## src/rtl/blkmaint_pkg.sv

```systemverilog
package blkmaint_pkg;
   localparam logic [1:0] ST_INV = 2'b00;
   localparam logic [1:0] ST_EXC = 2'b01;
   localparam logic [1:0] ST_MOD = 2'b10;

   localparam logic [1:0] OP_STORE = 2'b00;
   localparam logic [1:0] OP_FLUSH = 2'b01;
   localparam logic [1:0] OP_IINV  = 2'b10;
   localparam logic [1:0] OP_RSVD  = 2'b11;

   localparam logic [1:0] EXC_NONE  = 2'b00;
   localparam logic [1:0] EXC_BLOCK = 2'b01;
   localparam logic [1:0] EXC_PAGE  = 2'b10;

   typedef enum logic [1:0] {
      PH_IDLE  = 2'b00,
      PH_EXEC  = 2'b01,
      PH_WBACK = 2'b10
   } phase_e;
endpackage

```

## src/rtl/blkmaint_tagstore.sv

```systemverilog
module blkmaint_tagstore
   import blkmaint_pkg::*;
#(
   parameter int SETS  = 8,
   parameter int WAYS  = 4,
   parameter int TAG_W = 24
) (
   input  logic                          clk,
   input  logic                          rst_n,
   input  logic                          fill_en,
   input  logic [$clog2(SETS)-1:0]       fill_set,
   input  logic [$clog2(WAYS)-1:0]       fill_way,
   input  logic [TAG_W-1:0]              fill_tag,
   input  logic [1:0]                    fill_st,
   input  logic                          upd_en,
   input  logic [$clog2(SETS)-1:0]       upd_set,
   input  logic [$clog2(WAYS)-1:0]       upd_way,
   input  logic [1:0]                    upd_st,
   input  logic                          clr_en,
   input  logic [$clog2(SETS)-1:0]       clr_set,
   input  logic [$clog2(SETS)-1:0]       look_set,
   output logic [WAYS-1:0][TAG_W-1:0]    look_tag,
   output logic [WAYS-1:0][1:0]          look_st,
   input  logic [$clog2(SETS)-1:0]       rd_set,
   input  logic [$clog2(WAYS)-1:0]       rd_way,
   output logic [TAG_W-1:0]              rd_tag,
   output logic [1:0]                    rd_st
);
   localparam int SET_W = $clog2(SETS);
   localparam int WAY_W = $clog2(WAYS);

   if (SETS < 2 || (SETS & (SETS - 1)) != 0) begin : g_bad_sets
      $error("tagstore: SETS must be a power of two and at least 2");
   end
   if (WAYS < 2 || (WAYS & (WAYS - 1)) != 0) begin : g_bad_ways
      $error("tagstore: WAYS must be a power of two and at least 2");
   end
   if (SET_W < 1 || WAY_W < 1 || TAG_W < 1) begin : g_bad_width
      $error("tagstore: derived widths must be positive");
   end

   logic [TAG_W-1:0] tag_q [SETS][WAYS];
   logic [1:0]       st_q  [SETS][WAYS];

   always_ff @(posedge clk or negedge rst_n) begin
      if (!rst_n) begin
         for (int s = 0; s < SETS; s++) begin
            for (int w = 0; w < WAYS; w++) begin
               tag_q[s][w] <= '0;
               st_q[s][w]  <= ST_INV;
            end
         end
      end else begin
         if (fill_en) begin
            tag_q[fill_set][fill_way] <= fill_tag;
            st_q[fill_set][fill_way]  <= fill_st;
         end
         if (upd_en) begin
            st_q[upd_set][upd_way] <= upd_st;
         end
         if (clr_en) begin
            for (int w = 0; w < WAYS; w++) begin
               st_q[clr_set][w] <= ST_INV;
            end
         end
      end
   end

   for (genvar w = 0; w < WAYS; w++) begin : g_row
      assign look_tag[w] = tag_q[look_set][w];
      assign look_st[w]  = st_q[look_set][w];
   end

   assign rd_tag = tag_q[rd_set][rd_way];
   assign rd_st  = st_q[rd_set][rd_way];
endmodule

```

## src/rtl/blkmaint_match.sv

```systemverilog
module blkmaint_match
   import blkmaint_pkg::*;
#(
   parameter int WAYS     = 4,
   parameter int TAG_W    = 24,
   parameter bit PICK_LOW = 1'b1
) (
   input  logic [WAYS-1:0][TAG_W-1:0] row_tag,
   input  logic [WAYS-1:0][1:0]       row_st,
   input  logic [TAG_W-1:0]           req_tag,
   output logic                       hit,
   output logic [$clog2(WAYS)-1:0]    hit_way,
   output logic [1:0]                 hit_st
);
   localparam int WAY_W = $clog2(WAYS);

   logic [WAYS-1:0] match;

   for (genvar w = 0; w < WAYS; w++) begin : g_cmp
      assign match[w] = (row_st[w] != ST_INV) && (row_tag[w] == req_tag);
   end

   assign hit = |match;

   if (PICK_LOW) begin : g_low_first
      always_comb begin
         hit_way = '0;
         hit_st  = ST_INV;
         for (int w = WAYS - 1; w >= 0; w--) begin
            if (match[w]) begin
               hit_way = WAY_W'(w);
               hit_st  = row_st[w];
            end
         end
      end
   end else begin : g_high_first
      always_comb begin
         hit_way = '0;
         hit_st  = ST_INV;
         for (int w = 0; w < WAYS; w++) begin
            if (match[w]) begin
               hit_way = WAY_W'(w);
               hit_st  = row_st[w];
            end
         end
      end
   end
endmodule

```

## src/rtl/blkmaint_seq.sv

```systemverilog
module blkmaint_seq
   import blkmaint_pkg::*;
#(
   parameter int ADDR_W = 32,
   parameter int OFF_W  = 5,
   parameter int SET_W  = 3,
   parameter int WAY_W  = 2
) (
   input  logic                        clk,
   input  logic                        rst_n,
   input  logic                        cmd_valid,
   input  logic [1:0]                  cmd_op,
   input  logic [ADDR_W-1:0]           cmd_addr,
   input  logic                        blk_fault,
   input  logic                        page_fault,
   input  logic                        bcast_en,
   input  logic                        hit,
   input  logic [WAY_W-1:0]            hit_way,
   input  logic [1:0]                  hit_st,
   input  logic                        wb_ready,
   output logic [SET_W-1:0]            req_set,
   output logic [ADDR_W-OFF_W-SET_W-1:0] req_tag,
   output logic                        upd_en,
   output logic [SET_W-1:0]            upd_set,
   output logic [WAY_W-1:0]            upd_way,
   output logic [1:0]                  upd_st,
   output logic                        clr_en,
   output logic [SET_W-1:0]            clr_set,
   output logic                        wb_valid,
   output logic [ADDR_W-1:0]           wb_addr,
   output logic                        bcast_valid,
   output logic [1:0]                  bcast_op,
   output logic [ADDR_W-1:0]           bcast_addr,
   output logic                        exc_valid,
   output logic [1:0]                  exc_cause,
   output logic                        busy,
   output logic                        done
);
   localparam int BLK_W = ADDR_W - OFF_W;
   localparam int TAG_W = BLK_W - SET_W;

   if (TAG_W < 1) begin : g_bad_split
      $error("seq: address too narrow for offset and index");
   end

   phase_e            phase_q;
   logic [1:0]        op_q;
   logic [BLK_W-1:0]  blk_q;
   logic              bat_q, pte_q, abe_q;
   logic [WAY_W-1:0]  way_q;
   logic              done_q, exc_q, bc_q;
   logic [1:0]        cause_q;
   logic [OFF_W-1:0]  offset_unused;

   logic accept, data_op, faulted, need_wb, flush_e, wb_hs;
   logic [ADDR_W-1:0] aligned;

   assign offset_unused = cmd_addr[OFF_W-1:0];

   assign accept  = (phase_q == PH_IDLE) && cmd_valid && (cmd_op != OP_RSVD);
   assign data_op = (op_q != OP_IINV);
   assign faulted = bat_q | pte_q;
   assign req_set = blk_q[SET_W-1:0];
   assign req_tag = blk_q[BLK_W-1:SET_W];
   assign aligned = {blk_q, {OFF_W{1'b0}}};

   assign need_wb = (phase_q == PH_EXEC) && data_op && !faulted && hit && (hit_st == ST_MOD);
   assign flush_e = (phase_q == PH_EXEC) && (op_q == OP_FLUSH) && !faulted && hit
                    && (hit_st == ST_EXC);
   assign wb_hs   = (phase_q == PH_WBACK) && wb_ready;

   always_comb begin
      upd_en  = flush_e | wb_hs;
      upd_set = req_set;
      upd_way = (phase_q == PH_WBACK) ? way_q : hit_way;
      upd_st  = (wb_hs && (op_q == OP_STORE)) ? ST_EXC : ST_INV;
      clr_en  = (phase_q == PH_EXEC) && (op_q == OP_IINV);
      clr_set = req_set;
   end

   always_ff @(posedge clk or negedge rst_n) begin
      if (!rst_n) begin
         phase_q <= PH_IDLE;
         op_q    <= OP_STORE;
         blk_q   <= '0;
         bat_q   <= 1'b0;
         pte_q   <= 1'b0;
         abe_q   <= 1'b0;
         way_q   <= '0;
         done_q  <= 1'b0;
         exc_q   <= 1'b0;
         bc_q    <= 1'b0;
         cause_q <= EXC_NONE;
      end else begin
         done_q <= 1'b0;
         exc_q  <= 1'b0;
         bc_q   <= 1'b0;
         case (phase_q)
            PH_IDLE: begin
               if (accept) begin
                  op_q    <= cmd_op;
                  blk_q   <= cmd_addr[ADDR_W-1:OFF_W];
                  bat_q   <= blk_fault;
                  pte_q   <= page_fault;
                  abe_q   <= bcast_en;
                  phase_q <= PH_EXEC;
               end
            end
            PH_EXEC: begin
               if (need_wb) begin
                  way_q   <= hit_way;
                  phase_q <= PH_WBACK;
               end else begin
                  phase_q <= PH_IDLE;
                  done_q  <= 1'b1;
               end
               if (data_op && faulted) begin
                  exc_q   <= 1'b1;
                  cause_q <= bat_q ? EXC_BLOCK : EXC_PAGE;
               end
               if (data_op && !faulted && abe_q) begin
                  bc_q <= 1'b1;
               end
            end
            PH_WBACK: begin
               if (wb_ready) begin
                  phase_q <= PH_IDLE;
                  done_q  <= 1'b1;
               end
            end
            default: phase_q <= PH_IDLE;
         endcase
      end
   end

   assign wb_valid    = (phase_q == PH_WBACK);
   assign wb_addr     = aligned;
   assign bcast_valid = bc_q;
   assign bcast_op    = op_q;
   assign bcast_addr  = aligned;
   assign exc_valid   = exc_q;
   assign exc_cause   = cause_q;
   assign busy        = (phase_q != PH_IDLE);
   assign done        = done_q;
endmodule

```

## src/rtl/blkmaint_top.sv

```systemverilog
module blkmaint_top
   import blkmaint_pkg::*;
#(
   parameter int ADDR_W     = 32,
   parameter int LINE_BYTES = 32,
   parameter int SETS       = 8,
   parameter int WAYS       = 4,
   parameter bit PICK_LOW   = 1'b1,
   localparam int OFF_W     = $clog2(LINE_BYTES),
   localparam int SET_W     = $clog2(SETS),
   localparam int WAY_W     = $clog2(WAYS),
   localparam int TAG_W     = ADDR_W - OFF_W - SET_W
) (
   input  logic              clk,
   input  logic              rst_n,
   input  logic              cmd_valid,
   input  logic [1:0]        cmd_op,
   input  logic [ADDR_W-1:0] cmd_addr,
   input  logic              xlat_blk_fault,
   input  logic              xlat_page_fault,
   input  logic              addr_bcast_en,
   output logic              busy,
   output logic              done,
   output logic              wb_valid,
   output logic [ADDR_W-1:0] wb_addr,
   input  logic              wb_ready,
   output logic              bcast_valid,
   output logic [1:0]        bcast_op,
   output logic [ADDR_W-1:0] bcast_addr,
   output logic              exc_valid,
   output logic [1:0]        exc_cause,
   input  logic              fill_valid,
   input  logic              fill_icache,
   input  logic [SET_W-1:0]  fill_set,
   input  logic [WAY_W-1:0]  fill_way,
   input  logic [TAG_W-1:0]  fill_tag,
   input  logic [1:0]        fill_state,
   input  logic              rd_icache,
   input  logic [SET_W-1:0]  rd_set,
   input  logic [WAY_W-1:0]  rd_way,
   output logic [TAG_W-1:0]  rd_tag,
   output logic [1:0]        rd_state
);
   if (LINE_BYTES < 4 || (LINE_BYTES & (LINE_BYTES - 1)) != 0) begin : g_bad_line
      $error("top: LINE_BYTES must be a power of two and at least 4");
   end
   if (TAG_W < 1) begin : g_bad_tag
      $error("top: ADDR_W leaves no tag bits");
   end

   logic [SET_W-1:0]            req_set, clr_set, upd_set;
   logic [TAG_W-1:0]            req_tag;
   logic                        upd_en, clr_en;
   logic [WAY_W-1:0]            upd_way;
   logic [1:0]                  upd_st;
   logic [WAYS-1:0][TAG_W-1:0]  d_row_tag;
   logic [WAYS-1:0][1:0]        d_row_st;
   logic [WAYS-1:0][TAG_W-1:0]  i_row_tag_unused;
   logic [WAYS-1:0][1:0]        i_row_st_unused;
   logic                        hit;
   logic [WAY_W-1:0]            hit_way;
   logic [1:0]                  hit_st;
   logic [TAG_W-1:0]            d_rd_tag, i_rd_tag;
   logic [1:0]                  d_rd_st, i_rd_st;
   logic                        d_fill, i_fill;

   assign d_fill = fill_valid & ~fill_icache;
   assign i_fill = fill_valid &  fill_icache;

   blkmaint_tagstore #(.SETS(SETS), .WAYS(WAYS), .TAG_W(TAG_W)) u_dtags (
      .clk(clk), .rst_n(rst_n),
      .fill_en(d_fill), .fill_set(fill_set), .fill_way(fill_way),
      .fill_tag(fill_tag), .fill_st(fill_state),
      .upd_en(upd_en), .upd_set(upd_set), .upd_way(upd_way), .upd_st(upd_st),
      .clr_en(1'b0), .clr_set({SET_W{1'b0}}),
      .look_set(req_set), .look_tag(d_row_tag), .look_st(d_row_st),
      .rd_set(rd_set), .rd_way(rd_way), .rd_tag(d_rd_tag), .rd_st(d_rd_st)
   );

   blkmaint_tagstore #(.SETS(SETS), .WAYS(WAYS), .TAG_W(TAG_W)) u_itags (
      .clk(clk), .rst_n(rst_n),
      .fill_en(i_fill), .fill_set(fill_set), .fill_way(fill_way),
      .fill_tag(fill_tag), .fill_st(fill_state),
      .upd_en(1'b0), .upd_set({SET_W{1'b0}}), .upd_way({WAY_W{1'b0}}), .upd_st(ST_INV),
      .clr_en(clr_en), .clr_set(clr_set),
      .look_set(req_set), .look_tag(i_row_tag_unused), .look_st(i_row_st_unused),
      .rd_set(rd_set), .rd_way(rd_way), .rd_tag(i_rd_tag), .rd_st(i_rd_st)
   );

   blkmaint_match #(.WAYS(WAYS), .TAG_W(TAG_W), .PICK_LOW(PICK_LOW)) u_match (
      .row_tag(d_row_tag), .row_st(d_row_st), .req_tag(req_tag),
      .hit(hit), .hit_way(hit_way), .hit_st(hit_st)
   );

   blkmaint_seq #(.ADDR_W(ADDR_W), .OFF_W(OFF_W), .SET_W(SET_W), .WAY_W(WAY_W)) u_seq (
      .clk(clk), .rst_n(rst_n),
      .cmd_valid(cmd_valid), .cmd_op(cmd_op), .cmd_addr(cmd_addr),
      .blk_fault(xlat_blk_fault), .page_fault(xlat_page_fault), .bcast_en(addr_bcast_en),
      .hit(hit), .hit_way(hit_way), .hit_st(hit_st), .wb_ready(wb_ready),
      .req_set(req_set), .req_tag(req_tag),
      .upd_en(upd_en), .upd_set(upd_set), .upd_way(upd_way), .upd_st(upd_st),
      .clr_en(clr_en), .clr_set(clr_set),
      .wb_valid(wb_valid), .wb_addr(wb_addr),
      .bcast_valid(bcast_valid), .bcast_op(bcast_op), .bcast_addr(bcast_addr),
      .exc_valid(exc_valid), .exc_cause(exc_cause),
      .busy(busy), .done(done)
   );

   assign rd_tag   = rd_icache ? i_rd_tag : d_rd_tag;
   assign rd_state = rd_icache ? i_rd_st  : d_rd_st;
endmodule

```

## config.mk

```make
export PLATFORM = sky130hd
export DESIGN_NAME = blkmaint_top
export DESIGN_NICKNAME = d
export VERILOG_FILES = /design/src/rtl/blkmaint_pkg.sv /design/src/rtl/blkmaint_tagstore.sv /design/src/rtl/blkmaint_match.sv /design/src/rtl/blkmaint_seq.sv /design/src/rtl/blkmaint_top.sv
export SDC_FILE = /design/constraint.sdc
export NUM_CORES = 2
export LEC_CHECK = 0
export CAP_MARGIN = 20
export CORE_MARGIN = 3
export CORE_UTILIZATION = 55
export CTS_BUF_LIST = sky130_fd_sc_hd__clkbuf_4 sky130_fd_sc_hd__clkbuf_8
export DETAILED_ROUTE_END_ITERATION = 6
export PLACE_DENSITY = 0.72
export SETUP_SLACK_MARGIN = 0.15
export SYNTH_ARGS = -nofsm -noshare
export SYNTH_HDL_FRONTEND = slang
export SYNTH_SLANG_ARGS = --single-unit
```

## constraint.sdc

```tcl
create_clock -name clk -period 10.2 [get_ports clk]
set_input_delay 2.04 -clock clk [delete_from_list [all_inputs] [get_ports clk]]
set_output_delay 2.04 -clock clk [all_outputs]
set_load 0.01 [all_outputs]
```

==> summary.txt <==
Synthesis
  – Synth Area in Simple Gates: 2.389%
  – Syn Std Cell Area: 86,060 µm²
  – Post-synthesis mux area share: 41.51%
  – Largest family of logic cells by synthesized area: multiplexers
  – Most common flop cell mapped by yosys: dfrtp_1
  – Yosys warnings: 0
  – Post-synth EDFFs: 0
  – Compound-Gate Fraction of Synth Area: 2.499%
  – Synth Area in Adders: 0.04362%
  – Asr flop ratio synth: 100.0%
  – Synth Area in XOR/XNOR: 0.6513%
  – Syn avg cell area: 15.20 µm²
  – Sequential share of the synthesized area: 49.58%
  – Post-synthesis cell count: 5,662
  – Synthesized flop and latch total: 1,705
  – Synth unique cells: 88

Finish
  – Area growth syn-to-layout: 11.20%
  – Most frequent cells in the layout: dfrtp_1, mux2_2, mux4_2
  – Ratio of cells with drive above 1 in the final layout: 52.59%
  – Nets: 5,764
  – Commonest non-fill, non-tap cell in the layout: dfrtp_1

Timing
  – Final setup TNS: 0 ns
  – Slew @ Worst Pin: 1.176 ns
  – RSZ-0062 raised after global routing: no
  – Slew margin rel.: 21.30%
  – Final clock period utilization by the worst path: 73.60%
  – Final setup fails: 0
  – Post-route worst setup slack: 2.692 ns
  – Fmax: 0.1332 GHz
  – Final number of max-transition violations: 0
  – Final Hold Viols: 0
  – Tmin final: 7.508 ns
  – Final Skew: 0.04507 ns

Die
  – Rows: 144
  – Die Y: 401.6 µm
  – Boundary Pins: 179
  – Core ar.: 154,800 µm²
  – Initial core utilization: 55.61%
  – Die area: 161,300 µm²
  – Die width: 401.6 µm

Drt
  – Post-route ant nets: 0
  – Vias: 53,560
  – Routed Wire Length: 253.8 mm
  – Iteration count of the initial detailed-routing pass: 5
  – Iter 0 DRT Violations: 5,403
  – WL per Instance: 32.00 µm
  – Drt via density: 6.752
  – Post-route DRC violation count: 0

Worst setup path
  – Crit path largest cell delay: 0.59 ns
  – CP Max Fanout: 55
  – Setup CP Type: in -> out
  – Worst setup EP type: primary output
  – CP cell instances: buf_8 > buf_4 > mux4_2 > mux4_2 > mux4_2 > clkdlybuf4s50_1
  – CP arrival: 5.47 ns
  – CP Launch Type: input pin
  – Slowest-stage cell, CP: mux4_2
  – WP data required: 8.16 ns
  – CP most frequent cell: mux4_2

GRT
  – Grt ovf: 0
  – Largest net degree at the start of global routing: 177
  – Gr usage total: 31.50%
  – Vias in the first global route: 54,650
  – Global-route wire length before repair: 374.7 mm
  – Initial antenna violation count: 17

Clock network
  – Hold buffer count at CTS: 0
  – CTS tree: built
  – Max clock buf depth: 4
  – Clock sink total: 1,705
  – Setup Fix Bufs, Post-CTS: 0
  – Post-CTS sizing: 0
  – Clock slew at reported path FFs: 0.06 ns
  – Clk root buf: clkbuf_8
  – Max H-tree Level: 5
  – CTS buffer count: 303
  – Worst-skew pair later-pin latency: 1.00 ns

Placement
  – DP Worst Slack: 2.605 ns
  – # port buffers: 163
  – DP Wirelength: 149.6 mm
  – Gpl congestion: 0.9261

Flow run
  – Max cap viols: 0

Power
  – Max rail drop VDD: 0.1719 mV
  – Pleak: 42.94 nW
  – P per Cell Area: 222.2 nW/µm²

Worst hold path
  – Hold Crit Class: reg -> reg

Status
  – Status: finished clean
==> power by group <==
part	switching [mW]	internal (mW)	leakage, nW	total (mW)
Combinational	3.22	2.77	17.0	5.99
Clock	2.80	3.79	3.33	6.59
Sequential	0.930	7.76	22.6	8.69
Total	6.95	14.3	42.9	21.3
==> worst paths after layout <==
path	start	end	slack (ns)	depth (start not counted)
max	rd_set[0]	rd_tag[20]	2.69	6
max reg2reg	u_seq.blk_q[0]	u_dtags.st_q[12]	3.96	13
min reg2reg	u_seq.exc_cause[1]	u_seq.exc_cause[1]	0.49	2
max in group asynchronous	rst_n	u_itags.tag_q[315]	6.87	3
min in group asynchronous	rst_n	u_seq.blk_q[22]	1.03	1
min	u_seq.exc_cause[1]	u_seq.exc_cause[1]	0.49	2
==> layer usage <==
metal	GRT usage (%)	wire [µm]	up-vias
met4	14.42	12340	8
met5	0	50	-
met2	47.68	116700	2515
met1	44.05	103400	28930
li1	-	-	21470
met3	6.788	21260	637
==> flip-flops by register name (all words and copies together), names as in the netlist <==
register           flops
u_seq.done             1
u_seq.bcast_valid      1
u_seq.phase_q          2
u_dtags.st_q          64
u_seq.pte_q            1
u_seq.exc_cause        2
u_seq.bat_q            1
u_seq.way_q            2
u_seq.exc_valid        1
u_dtags.tag_q        768
u_itags.st_q          64
u_seq.abe_q            1
u_seq.blk_q           27
u_itags.tag_q        768
u_seq.bcast_op         2
==> cell families after synthesis <==
group                      Yosys count
AOI/OAI and AO/OA                  284
xor gates and xnor gates            64
adders and majority gates            3
buffers and inverters              623
DFF                               1705
muxes                             2590
other                                1
and+or+nand+nor                    392
==> per-stage QoR <==
stage | instances | utilization, % | area (µm²) | power (mW) | hold slack [ns]
final | 7932 | 61.84 | 95700 | 21.27 | 0.4912
after global placement | 7405 | 57.58 | 89120 | 14.50 | 0.4635
after floorplan | 5671 | - | 86100 | 12.46 | 0.4668
after CTS | 7912 | 61.61 | 95360 | 21.26 | 0.5013
after detailed placement | 7405 | 57.58 | 89120 | 14.66 | 0.4886
after global routing | 7930 | 61.83 | 95700 | 22.04 | 0.5092
==> worst max-delay path, delay by kind of cell <==
family / cells / cell delay [ns]
buffers and inverters: 3 / 1.61
muxes: 3 / 1.70
==> synth_stat cells, types with 4 or more instances <==
library cell,n,area [µm²]
dfrtp_1,1705,42670
nor4_1,7,43.79
nor2_1,163,611.8
xor2_1,32,280.3
buf_6,30,337.8
mux2_1,6,67.56
nand3_1,17,85.08
inv_1,8,30.03
a221o_1,22,220.2
a22oi_1,61,457.9
nand2_1,65,244.0
or3_1,14,87.58
nand4_1,7,43.79
mux2_2,1641,18480
nor3_2,20,200.2
o2bb2ai_1,4,35.03
buf_2,28,140.1
a21oi_1,43,215.2
a211oi_1,6,45.04
o21ai_0,21,105.1
xnor2_1,32,280.3
mux2_4,7,105.1
and2_1,7,43.79
mux4_2,616,13870
nand3b_1,6,45.04
nor4_4,4,85.08
o211ai_1,5,37.54
nand2b_1,9,56.30
clkbuf_1,423,1588
a22o_1,6,52.55
buf_4,54,405.4
or2_2,5,31.28
a31oi_1,8,50.05
a222oi_1,5,50.05
a221oi_1,26,227.7
nor3_1,14,70.07
buf_1,73,274.0
mux2i_1,320,3203
nor2b_1,11,68.82
o22ai_1,35,219.0
and3_1,19,118.9
==> layout make-up <==
| class | instances | area (µm²) |
|---|---|---|
| clock inverters | 27 | 224.0 |
| multi-input cells | 3343 | 41000 |
| repair buffers | 317 | 3174 |
| well taps | 2044 | 2557 |
| diodes | 5 | 12.51 |
| fillers | 11500 | 59070 |
| clock buffers | 480 | 6012 |
| inverters | 11 | 43.79 |
| flip-flops and latches | 1705 | 42680 |
(Power assumes the default switching activity.)
